$ cat config.mk
export PLATFORM = sky130hd
export DESIGN_NAME = sevq_top
export DESIGN_NICKNAME = d
export VERILOG_FILES = /design/src/rtl/sevq_pkg.sv /design/src/rtl/sevq_fifo.sv /design/src/rtl/sevq_counter_bank.sv /design/src/rtl/sevq_top.sv
export SDC_FILE = /design/constraint.sdc
export NUM_CORES = 1
export LEC_CHECK = 0
export BUFFER_PORTS_ARGS = -buffer_cell sky130_fd_sc_hd__buf_2
export CAP_MARGIN = 10
export CORE_ASPECT_RATIO = 1.2
export CORE_MARGIN = 3
export CORE_UTILIZATION = 40
export CTS_CLUSTER_DIAMETER = 40
export CTS_CLUSTER_SIZE = 40
export DETAILED_ROUTE_END_ITERATION = 8
export PLACE_DENSITY = 0.55
export SYNTH_ARGS = -nofsm -noshare
export SYNTH_HDL_FRONTEND = slang
export SYNTH_HIERARCHICAL = 1
export SYNTH_SLANG_ARGS = --single-unit
$ cat constraint.sdc
create_clock -name clk -period 8.6 [get_ports clk]
set_input_delay 0.86 -clock clk [delete_from_list [all_inputs] [get_ports clk]]
set_output_delay 0.86 -clock clk [all_outputs]
set_load 0.01 [all_outputs]
$ cat src/rtl/sevq_pkg.sv
package sevq_pkg;
  localparam int BUS_W      = 32;
  localparam int COND_W     = 8;
  localparam int ADDR_REQ   = 0;
  localparam int ADDR_CTRL  = 1;
  localparam int ADDR_ERR   = 2;
  localparam int ADDR_CNT0  = 8;
  localparam int NOSTALL_BIT = 8;

  typedef struct packed {
    logic       hit;
    logic [7:0] q;
  } qsel_t;

  // condition code -> queue number (2*port + kind), kind 0 frame start, 1 write done
  function automatic qsel_t cond_to_queue(input logic [COND_W-1:0] code, input int nports);
    qsel_t r;
    int    rel;
    r = '0;
    if (int'(code) >= 5) begin
      rel = int'(code) - 5;
      if ((rel % 2) == 0 && (rel / 4) < nports) begin
        r.hit = 1'b1;
        r.q   = 8'(2 * (rel / 4) + ((rel / 2) % 2));
      end
    end
    return r;
  endfunction

  // queue number -> condition code
  function automatic logic [COND_W-1:0] queue_to_cond(input int q);
    return COND_W'(5 + 4 * (q / 2) + 2 * (q % 2));
  endfunction
endpackage

$ cat src/rtl/sevq_fifo.sv
module sevq_fifo #(
  parameter int DEPTH = 2,
  parameter int W     = 3
) (
  input  logic         clk,
  input  logic         rst_n,
  input  logic         push,
  input  logic [W-1:0] din,
  input  logic         pop,
  output logic [W-1:0] dout,
  output logic         full,
  output logic         empty
);
  localparam int PW = (DEPTH > 1) ? $clog2(DEPTH) : 1;
  localparam int CW = $clog2(DEPTH + 1);

  logic [W-1:0]  mem [DEPTH];
  logic [PW-1:0] rd_ptr, wr_ptr;
  logic [CW-1:0] count;
  logic          do_push, do_pop;

  assign full    = (count == CW'(DEPTH));
  assign empty   = (count == '0);
  assign do_push = push && !full;
  assign do_pop  = pop && !empty;
  assign dout    = mem[rd_ptr];

  function automatic logic [PW-1:0] next_ptr(input logic [PW-1:0] p);
    return (p == PW'(DEPTH - 1)) ? '0 : p + PW'(1);
  endfunction

  always_ff @(posedge clk) begin
    if (do_push) mem[wr_ptr] <= din;
  end

  always_ff @(posedge clk or negedge rst_n) begin
    if (!rst_n) begin
      rd_ptr <= '0;
      wr_ptr <= '0;
      count  <= '0;
    end else begin
      if (do_push) wr_ptr <= next_ptr(wr_ptr);
      if (do_pop)  rd_ptr <= next_ptr(rd_ptr);
      case ({do_push, do_pop})
        2'b10:   count <= count + CW'(1);
        2'b01:   count <= count - CW'(1);
        default: count <= count;
      endcase
    end
  end
endmodule

$ cat src/rtl/sevq_counter_bank.sv
module sevq_counter_bank #(
  parameter int NUM_CNT = 6,
  parameter int CNT_W   = 32,
  parameter int NQ      = 12,
  parameter int IDX_W   = 3
) (
  input  logic                     clk,
  input  logic                     rst_n,
  input  logic [NQ-1:0]            q_pop,
  input  logic [NQ*IDX_W-1:0]      q_head,
  input  logic                     sw_incr,
  input  logic [IDX_W-1:0]         sw_incr_idx,
  output logic [NUM_CNT*CNT_W-1:0] cnt_flat
);
  localparam int HW = $clog2(NQ + 2) + 1;

  function automatic logic [CNT_W-1:0] bump(input logic [CNT_W-1:0] cur,
                                            input logic [HW-1:0] hw,
                                            input logic sw);
    return cur + CNT_W'(hw) + CNT_W'(sw);
  endfunction

  for (genvar i = 0; i < NUM_CNT; i++) begin : g_cnt
    logic [HW-1:0]    hits;
    logic             sw_hit;
    logic [CNT_W-1:0] value;

    always_comb begin
      hits = '0;
      for (int q = 0; q < NQ; q++) begin
        if (q_pop[q] && (q_head[q*IDX_W +: IDX_W] == IDX_W'(i))) hits = hits + HW'(1);
      end
    end

    assign sw_hit = sw_incr && (sw_incr_idx == IDX_W'(i));

    always_ff @(posedge clk or negedge rst_n) begin
      if (!rst_n) value <= '0;
      else        value <= bump(value, hits, sw_hit);
    end

    assign cnt_flat[i*CNT_W +: CNT_W] = value;
  end
endmodule

$ cat src/rtl/sevq_top.sv
module sevq_top
  import sevq_pkg::*;
#(
  parameter int NUM_PORTS  = 6,
  parameter int FIFO_DEPTH = 2,
  parameter int NUM_CNT    = 6,
  parameter int CNT_W      = 32,
  parameter int ADDR_W     = 5,
  localparam int IDX_W     = (NUM_CNT > 1) ? $clog2(NUM_CNT) : 1
) (
  input  logic                 clk,
  input  logic                 rst_n,
  input  logic                 bus_valid,
  input  logic                 bus_write,
  input  logic [ADDR_W-1:0]    bus_addr,
  input  logic [BUS_W-1:0]     bus_wdata,
  output logic                 bus_ready,
  output logic [BUS_W-1:0]     bus_rdata,
  input  logic [NUM_PORTS-1:0] ev_frame_start,
  input  logic [NUM_PORTS-1:0] ev_wr_ack,
  input  logic                 sw_incr,
  input  logic [IDX_W-1:0]     sw_incr_idx
);
  localparam int NQ = 2 * NUM_PORTS;

  // named internal events for the checker
  logic [NQ-1:0]            q_push, q_pop, q_full, q_empty, q_event;
  logic [NQ*IDX_W-1:0]      q_head;
  logic [NUM_CNT*CNT_W-1:0] cnt_flat;
  logic                     ctrl_nostall;
  logic [BUS_W-1:0]         err_q;
  logic                     wr_req, legal_req, tgt_full, stall_evt, push_evt, drop_evt;
  qsel_t                    sel;
  logic [COND_W-1:0]        req_cond;
  logic [7:0]               req_idx;
  logic                     idx_ok;

  assign req_cond  = bus_wdata[15:8];
  assign req_idx   = bus_wdata[7:0];
  assign sel       = cond_to_queue(req_cond, NUM_PORTS);
  assign idx_ok    = (int'(req_idx) < NUM_CNT);
  assign wr_req    = bus_valid && bus_write && (int'(bus_addr) == ADDR_REQ);
  assign legal_req = wr_req && sel.hit && idx_ok;
  assign tgt_full  = sel.hit ? q_full[int'(sel.q) % NQ] : 1'b0;
  assign stall_evt = legal_req && tgt_full && !ctrl_nostall;
  assign push_evt  = legal_req && !tgt_full;
  assign drop_evt  = legal_req && tgt_full && ctrl_nostall;
  assign bus_ready = !stall_evt;

  // event vector: even queue = frame start, odd = write done
  for (genvar p = 0; p < NUM_PORTS; p++) begin : g_ev
    assign q_event[2*p]     = ev_frame_start[p];
    assign q_event[2*p + 1] = ev_wr_ack[p];
  end

  for (genvar q = 0; q < NQ; q++) begin : g_q
    assign q_push[q] = push_evt && (int'(sel.q) == q);
    assign q_pop[q]  = q_event[q] && !q_empty[q];
    sevq_fifo #(.DEPTH(FIFO_DEPTH), .W(IDX_W)) u_fifo (
      .clk   (clk),
      .rst_n (rst_n),
      .push  (q_push[q]),
      .din   (req_idx[IDX_W-1:0]),
      .pop   (q_pop[q]),
      .dout  (q_head[q*IDX_W +: IDX_W]),
      .full  (q_full[q]),
      .empty (q_empty[q])
    );
  end

  sevq_counter_bank #(.NUM_CNT(NUM_CNT), .CNT_W(CNT_W), .NQ(NQ), .IDX_W(IDX_W)) u_cnt (
    .clk         (clk),
    .rst_n       (rst_n),
    .q_pop       (q_pop),
    .q_head      (q_head),
    .sw_incr     (sw_incr),
    .sw_incr_idx (sw_incr_idx),
    .cnt_flat    (cnt_flat)
  );

  // control and error registers
  logic             wr_ctrl, wr_err;
  logic [BUS_W-1:0] err_set;
  assign wr_ctrl = bus_valid && bus_write && (int'(bus_addr) == ADDR_CTRL);
  assign wr_err  = bus_valid && bus_write && (int'(bus_addr) == ADDR_ERR);
  assign err_set = drop_evt ? (BUS_W'(1) << req_cond) : '0;

  always_ff @(posedge clk or negedge rst_n) begin
    if (!rst_n) begin
      ctrl_nostall <= 1'b0;
      err_q        <= '0;
    end else begin
      if (wr_ctrl) ctrl_nostall <= bus_wdata[NOSTALL_BIT];
      err_q <= (wr_err ? (err_q & ~bus_wdata) : err_q) | err_set;
    end
  end

  // read path
  logic [BUS_W-1:0] rd_mux;
  always_comb begin
    rd_mux = '0;
    if (int'(bus_addr) == ADDR_CTRL) rd_mux[NOSTALL_BIT] = ctrl_nostall;
    else if (int'(bus_addr) == ADDR_ERR) rd_mux = err_q;
    else begin
      for (int i = 0; i < NUM_CNT; i++) begin
        if (int'(bus_addr) == ADDR_CNT0 + i) rd_mux = BUS_W'(cnt_flat[i*CNT_W +: CNT_W]);
      end
    end
  end

  always_ff @(posedge clk or negedge rst_n) begin
    if (!rst_n) bus_rdata <= '0;
    else if (bus_valid && !bus_write) bus_rdata <= rd_mux;
  end
endmodule

# Yosys cells after proc, flatten, opt, wreduce, memory -nomap -nowiden

Memories as Yosys holds them, arrays and structs flattened.
Index checks and enable logic that the tools add are counted.

Bits in registers: 305
Memory bits (writable): 72
Bits of input ports: 57
Output and inout port bits: 33
Memories kept: 12

$add $sub $neg: 130
Divide/modulo/power cells: 1
Order comparisons: 4
Equality and inequality tests: 120
Shift operators: 1
Mux-type cells: 150
Bitwise logic cells: 6
Reductions and logical operators: 207

Memory list:

| name               | depth | bits a word | rd ports | clocked after memory_dff | write ports | RTL line        | RTL |
|---|---|---|---|---|---|---|---|
| g_q[0].u_fifo.mem  | 2     | 3           | 1        | 0                        | 1           | sevq_fifo.sv:17 | `logic [W-1:0] mem [DEPTH];` |
| g_q[10].u_fifo.mem | 2     | 3           | 1        | 0                        | 1           | sevq_fifo.sv:17 |  |
| g_q[11].u_fifo.mem | 2     | 3           | 1        | 0                        | 1           | sevq_fifo.sv:17 |  |
| g_q[1].u_fifo.mem  | 2     | 3           | 1        | 0                        | 1           | sevq_fifo.sv:17 |  |
| g_q[2].u_fifo.mem  | 2     | 3           | 1        | 0                        | 1           | sevq_fifo.sv:17 |  |
| g_q[3].u_fifo.mem  | 2     | 3           | 1        | 0                        | 1           | sevq_fifo.sv:17 |  |
| +6 memories        | -     | -           | -        | -                        | -           | -               |  |

Operators with widths:

| cell                                                                          | count |
|---|---|
| 5-bit two-way mux                                                             | 66 |
| 5-bit by 1-bit adder with 5-bit output, second input constant                 | 60 |
| 32-bit two-way mux                                                            | 9 |
| 32-bit by 1-bit adder with 32-bit output                                      | 8 |
| 32-bit by 5-bit adder with 32-bit output                                      | 6 |
| 1-bit logical AND                                                             | 138 |
| 3-bit by 2-bit equality test with 1-bit output, second input constant         | 26 |
| 3-bit equality test, second input constant                                    | 26 |
| 1-bit two-way mux                                                             | 58 |
| 2-bit equality test, second input constant                                    | 24 |
| 2-bit one-hot mux with 2 select lines                                         | 12 |
| 3-bit by 1-bit equality test with 1-bit output, second input constant         | 13 |
| 3-bit zero test                                                               | 13 |
| 32-bit bitwise AND                                                            | 1 |
| 8-bit by 4-bit equality test with 1-bit output, second input constant         | 4 |
| 8-bit by 5-bit equality test with 1-bit output, second input constant         | 4 |
| 32-bit zero test                                                              | 1 |
| 32-bit by 4-bit less-than comparator with 1-bit output, second input constant | 1 |
| 32-bit by 6-bit less-than comparator with 1-bit output, second input constant | 1 |
| 9-bit by 5-bit remainder unit with 32-bit output, second input constant       | 1 |
| 32-bit inverter                                                               | 1 |
| 32-bit OR                                                                     | 1 |
| 1-bit by 8-bit << shifter with 32-bit output, first input constant            | 1 |
| 5-bit equality test, second input constant                                    | 6 |
| 24 further kinds                                                              | 138 |

# Depth between registers and ports, before layout

Depth in word-level cells: 29
Mapped depth: 44
Gate-level depth less buffers: 44

# Hierarchy

Netlist, hierarchy kept.

By module, submodules not included:

| module            | times used | cells each | area each (µm²) | sequential area each (µm²) |
|---|---|---|---|---|
| sevq_counter_bank | 1          | 1841       | 16612.2         | 4804.6 |
| sevq_top          | 1          | 699        | 5734.2          | 1626.6 |
| sevq_fifo         | 12         | 27         | 410.4           | 280.3 |

# Least setup slack after synthesis

OpenSTA, ideal clock, no wires.

Path kind: input -> register
From: in ev_frame_start[0]
To: reg u_cnt.g_cnt[4].value[27]
Setup time: 123 ps
Arrival time: 8451 ps
Required time: 8477 ps
Path slack: 27 ps
Cell stages on the path: 40
Path buffers: 1
Path through: nor2b_1 and4bb_2 ha_1 xnor2_1 inv_1 ha_1 nor2b_1 a21oi_1 xnor2_1 o21ai_0 ha_1 inv_1 xnor2_1 nand2_1 o21ai_0 xnor2_1 mux2_2 ha_1 [4 not listed] mux2_2 ha_1 nor2_1 a31oi_1 ha_1 nand3_1 or4_1 o311a_1 xnor3_1 ha_1 a21oi_1 or3b_2 nor2_1 and4_1 and4_1 clkbuf_1 nand4_1 xnor2_1

Word-level cells in the longest chain between the ends: 27

Ends and longest elaborated chain:

| what                                         | RTL line                | RTL |
|---|---|---|
| start, declared                              | sevq_top.sv:19          | `input logic [NUM_PORTS-1:0] ev_frame_start,` |
| 1-bit logical AND (*)                        | sevq_top.sv:58          | `assign q_pop[q] = q_event[q] && !q_empty[q];` |
| 1-bit logical AND (*)                        | sevq_counter_bank.sv:31 | `if (q_pop[q] && (q_head[q*IDX_W +: IDX_W] == IDX_W'(i))) hits = hits + HW'(1);` |
| 1-bit two-way mux (*)                        | sevq_counter_bank.sv:31 |  |
| 1-bit by 1-bit adder with 2-bit output       | sevq_counter_bank.sv:31 |  |
| 5-bit two-way mux (*)                        | sevq_counter_bank.sv:31 |  |
| 5-bit by 1-bit adder with 5-bit output       | sevq_counter_bank.sv:31 |  |
| 5-bit two-way mux (*)                        | sevq_counter_bank.sv:31 |  |
| 5-bit by 1-bit adder with 5-bit output       | sevq_counter_bank.sv:31 |  |
| [11 not listed]                              | -                       |  |
| 5-bit by 1-bit adder with 5-bit output       | sevq_counter_bank.sv:31 |  |
| 5-bit two-way mux (*)                        | sevq_counter_bank.sv:31 |  |
| 5-bit by 1-bit adder with 5-bit output       | sevq_counter_bank.sv:31 |  |
| 5-bit two-way mux (*)                        | sevq_counter_bank.sv:31 |  |
| 5-bit by 1-bit adder with 5-bit output       | sevq_counter_bank.sv:31 |  |
| 5-bit two-way mux (*)                        | sevq_counter_bank.sv:31 |  |
| 32-bit by 5-bit adder with 32-bit output (*) | sevq_counter_bank.sv:20 | `return cur + CNT_W'(hw) + CNT_W'(sw);` |
| 32-bit by 1-bit adder with 32-bit output (*) | sevq_counter_bank.sv:20 |  |
| end signal, assigned                         | sevq_counter_bank.sv:39 | `else value <= bump(value, hits, sw_hit);` |
| end, declared                                | sevq_counter_bank.sv:26 | `logic [CNT_W-1:0] value;` |

Every way passes the cells marked *; elsewhere a longest branch is shown, timed or not.
A chain may end at the register's enable or synchronous reset.

# Worst setup path in the final report

From: reg g_q[0].u_fifo.rd_ptr
To: reg u_cnt.g_cnt[4].value[26]

Word-level cells in the longest chain between the ends: 28

Ends and longest elaborated chain:

| what                                         | RTL line                | RTL |
|---|---|---|
| start, declared                              | sevq_fifo.sv:18         | `logic [PW-1:0] rd_ptr, wr_ptr;` |
| start signal, assigned                       | sevq_fifo.sv:43         | `if (do_pop) rd_ptr <= next_ptr(rd_ptr);` |
| memory 2 x 3 bit (*)                         | -                       |  |
| via q_head[0]                                | sevq_top.sv:28          | `logic [NQ*IDX_W-1:0] q_head;` |
| 3-bit equality test (*)                      | sevq_counter_bank.sv:31 |  |
| 1-bit logical AND (*)                        | sevq_counter_bank.sv:31 |  |
| 1-bit two-way mux (*)                        | sevq_counter_bank.sv:31 |  |
| 1-bit by 1-bit adder with 2-bit output       | sevq_counter_bank.sv:31 |  |
| 5-bit two-way mux (*)                        | sevq_counter_bank.sv:31 |  |
| 5-bit by 1-bit adder with 5-bit output       | sevq_counter_bank.sv:31 |  |
| [13 not listed]                              | -                       |  |
| 5-bit by 1-bit adder with 5-bit output       | sevq_counter_bank.sv:31 |  |
| 5-bit two-way mux (*)                        | sevq_counter_bank.sv:31 |  |
| 5-bit by 1-bit adder with 5-bit output       | sevq_counter_bank.sv:31 |  |
| 5-bit two-way mux (*)                        | sevq_counter_bank.sv:31 |  |
| 5-bit by 1-bit adder with 5-bit output       | sevq_counter_bank.sv:31 |  |
| 5-bit two-way mux (*)                        | sevq_counter_bank.sv:31 |  |
| 32-bit by 5-bit adder with 32-bit output (*) | sevq_counter_bank.sv:20 |  |
| 32-bit by 1-bit adder with 32-bit output (*) | sevq_counter_bank.sv:20 |  |

The timed path passes the listed nets; every way through them passes the cells marked *.

==> impl_metrics.json <==
{
  "required_ns": 9.11,
  "wl_met1_mm": 30.5,
  "async_reset_ff_share_pct": 80.9,
  "worst_pin_slew_ns": 1.27,
  "drcViolationCount": 0,
  "synth_nets": 3058,
  "cp_max_fo": 6,
  "crit_top_cell": "xnor2_1",
  "rows": 104,
  "rsz0062_at_grt": "yes",
  "yosysSeqAreaShare_pct": 35.9,
  "vias": 22000,
  "antenna_left": 0,
  "grt.overflow.total": 0,
  "port_buffers": 89,
  "slowest_delay_ns": 0.52,
  "place.gp.congestion": 0.876,
  "finalMaxSlewViolations": 0,
  "synth_top_area_cell": "dfrtp_1",
  "min_period_over_period_pct": 96.2,
  "syn_area_um2": 27300,
  "top_layer_used": "met4",
  "vdd_ir_drop_max_v": 0.000236,
  "dieHeight_um": 292,
  "grt_pass1_wl_mm": 117,
  "grt_start_max_net_pins": 135,
  "first_iter_violations": 853,
  "dr.pass1.iters": 5,
  "routed_via_density": 5.36,
  "layout-drive-gt1-share_pct": 20.0,
  "layout_commonest_cell": "nand2_1",
  "slowest_stage": "or4_1",
  "p_leak_nw": 14.2,
  "groute.usage.overall_pct": 20.0,
  "syn-instance-count": 2864,
  "die_area_um2": 71400,
  "die_w_um": 244,
  "cts_sinks": 377,
  "setup_viol": 0,
  "routed-wl-met2_mm": 38.7,
  "layout.nets": 3335,
  "root_buffer": "clkbuf_16",
  "cts_tree": "built",
  "yosysUniqueCellTypes": 111,
  "io_pins": 90,
  "placed_area_um2": 30000,
  "hpwl_mm": 56.6,
  "fillers": 6339,
  "synth_edf_count": 72,
  "final_cell_mix": "322 x nand2_1, 304 x dfrtp_1, 295 x xnor2_1",
  "synth_top_area_share_pct": 28.0,
  "area_delta_synth_final_pct": 20.0,
  "end_kind": "flop",
  "hold_path.class": "primary input to async pin",
  "power_density_nw_per_um2": 242,
  "status": "completed",
  "fmaxAchievable_ghz": 0.121,
  "skew_ns": 0.0472,
  "finalPower_mw": 7.91,
  "wl_met3_mm": 1.97,
  "antenna_found_initial": 2,
  "worstPathArrival_ns": 8.78,
  "grt_pass1_vias": 22200,
  "synthFlopType": "dfrtp_1",
  "multi_input_area_um2": 17100,
  "ys_ff_latch": 377,
  "dp_slack_ns": -0.484,
  "worstSetupPathType": "flop to flop",
  "finalCriticalPeriod_ns": 8.27,
  "final_cell_area_um2": 32700,
  "synth_area_leaders": "dfrtp_1 28%, xnor2_1 9.7%, edfxtp_1 7.9%",
  "yosys_warnings": 6,
  "cts_made_buffers": 61,
  "slew_headroom_pct": 14.9,
  "cts_max_path_buffers": 3,
  "seq_area_um2": 9800,
  "path_clk_slew_ns": 0.06,
  "critPathLaunchType": "flop",
  "drv_cap": 0,
  "htree_levels": 2,
  "wl_mm": 73.2,
  "clk_latency_ns": 0.63,
  "wl_per_cell_um": 17.9,
  "fin_ws_ns": 0.330,
  "start_util_pct": 40.5,
  "hold_viol": 0,
  "core_um2": 67300,
  "syn_area_per_cell_um2": 9.52,
  "worst-r2r-cell-count": 40
}
## power breakdown
group | internal [mW] | switching, mW | total [mW]
Combinational | 1.53 | 1.72 | 3.24
Clock | 1.42 | 0.979 | 2.40
Sequential | 2.04 | 0.219 | 2.26
Total | 4.99 | 2.91 | 7.91
## routing by layer
layer / up-vias / track usage, %
met5: - / 0
met4: 0 / 6.28
met3: 119 / 2.15
met2: 315 / 37.8
met1: 10700 / 23.7
li1: 10900 / -
## worst max-delay path, delay by kind of cell, from the launching register on
kind	cells	cell delay (ns)
compound gates	8	0.98
xor+xnor	7	1.20
fa+ha+maj	7	1.94
buf+inv	4	0.44
flops	1	0.43
mux	3	0.94
simple gates	11	2.25
## cell type report
type | instances | area share, %
Antenna cell | 1 | 0.00765
Clock buffer | 68 | 4.90
Clock inverter | 48 | 1.46
Inverter | 122 | 1.40
Multi-Input combinational cell | 2263 | 52.2
Sequential cell | 377 | 29.9
Tap cell | 901 | 3.45
Timing Repair Buffer | 316 | 6.64
## timing repair
action                     in CTS  in global routing
gates cloned                    0                  0
pin swaps                       0                 32
setup endpoints to repair      20                144
setup buffers                   0                 18
hold buffers                    0                  0
resized for setup              11                101
## state kept, by name, summed over array words and instances, names as in the netlist
| register | cells |
|---|---|
| g_q.u_fifo/rd_ptr | 12 |
| u_cnt/g_cnt.value | 192 |
| g_q.u_fifo/count | 24 |
| err_q | 32 |
| bus_rdata | 32 |
| g_q.u_fifo/wr_ptr | 12 |
| ctrl_nostall | 1 |
| g_q.u_fifo/mem | 72 |
## cell usage after synthesis, types with 46 or more instances
cell and n:
xnor2_1 302, a21oi_1 73, nand3_1 102, nor2_1 200, ha_1 124, dfrtp_1 305
edfxtp_1 72, inv_1 119, xor2_1 122, clkbuf_1 72, o21ai_0 124, mux2_2 46
and3_1 59, nand2_1 323, nor3_1 58
## path summary, 6_finish.rpt
path                                 startpoint                        to  slack (ns)
max                        g_q[0].u_fifo/rd_ptr  u_cnt/g_cnt[4].value[26]        0.33
max reg2reg                g_q[0].u_fifo/rd_ptr  u_cnt/g_cnt[4].value[26]        0.33
min                                       rst_n  u_cnt/g_cnt[0].value[10]        0.29
min reg2reg                       bus_rdata[22]             bus_rdata[22]        0.47
max in group asynchronous                 rst_n      g_q[1].u_fifo/rd_ptr        6.86
min in group clk                  bus_wdata[28]                 err_q[28]        0.41
## per-stage QoR
| step | utilization, % | cells | setup TNS, ns | hold WS, ns |
|---|---|---|---|---|
| 2_1_floorplan | - | 2864 | 0 | 0.441 |
| 3_3_place_gp | 44.7 | 3960 | -7.01 | 0.458 |
| 3_5_place_dp | 44.7 | 3960 | -10.95 | 0.462 |
| 4_1_cts | 47.8 | 4076 | 0 | 0.322 |
| 5_1_grt | 48.6 | 4095 | -0.787 | 0.363 |
| 6_report | 48.6 | 4096 | 0 | 0.289 |
## cells by family (layout without fill, tap and decap cells)
group | Yosys count | in the layout | share of synthesized area (%)
AOI/OAI and AO/OA | 495 | 495 | 12.7
xor gates and xnor gates | 465 | 465 | 16.9
DFF | 377 | 377 | 35.9
other | 0 | 1 | 0
and+or+nand+nor | 1073 | 1073 | 20.9
muxes | 91 | 91 | 3.63
buffers and inverters | 224 | 554 | 3.20
adders and majority gates | 139 | 139 | 6.72
(Power assumes the default switching activity.)
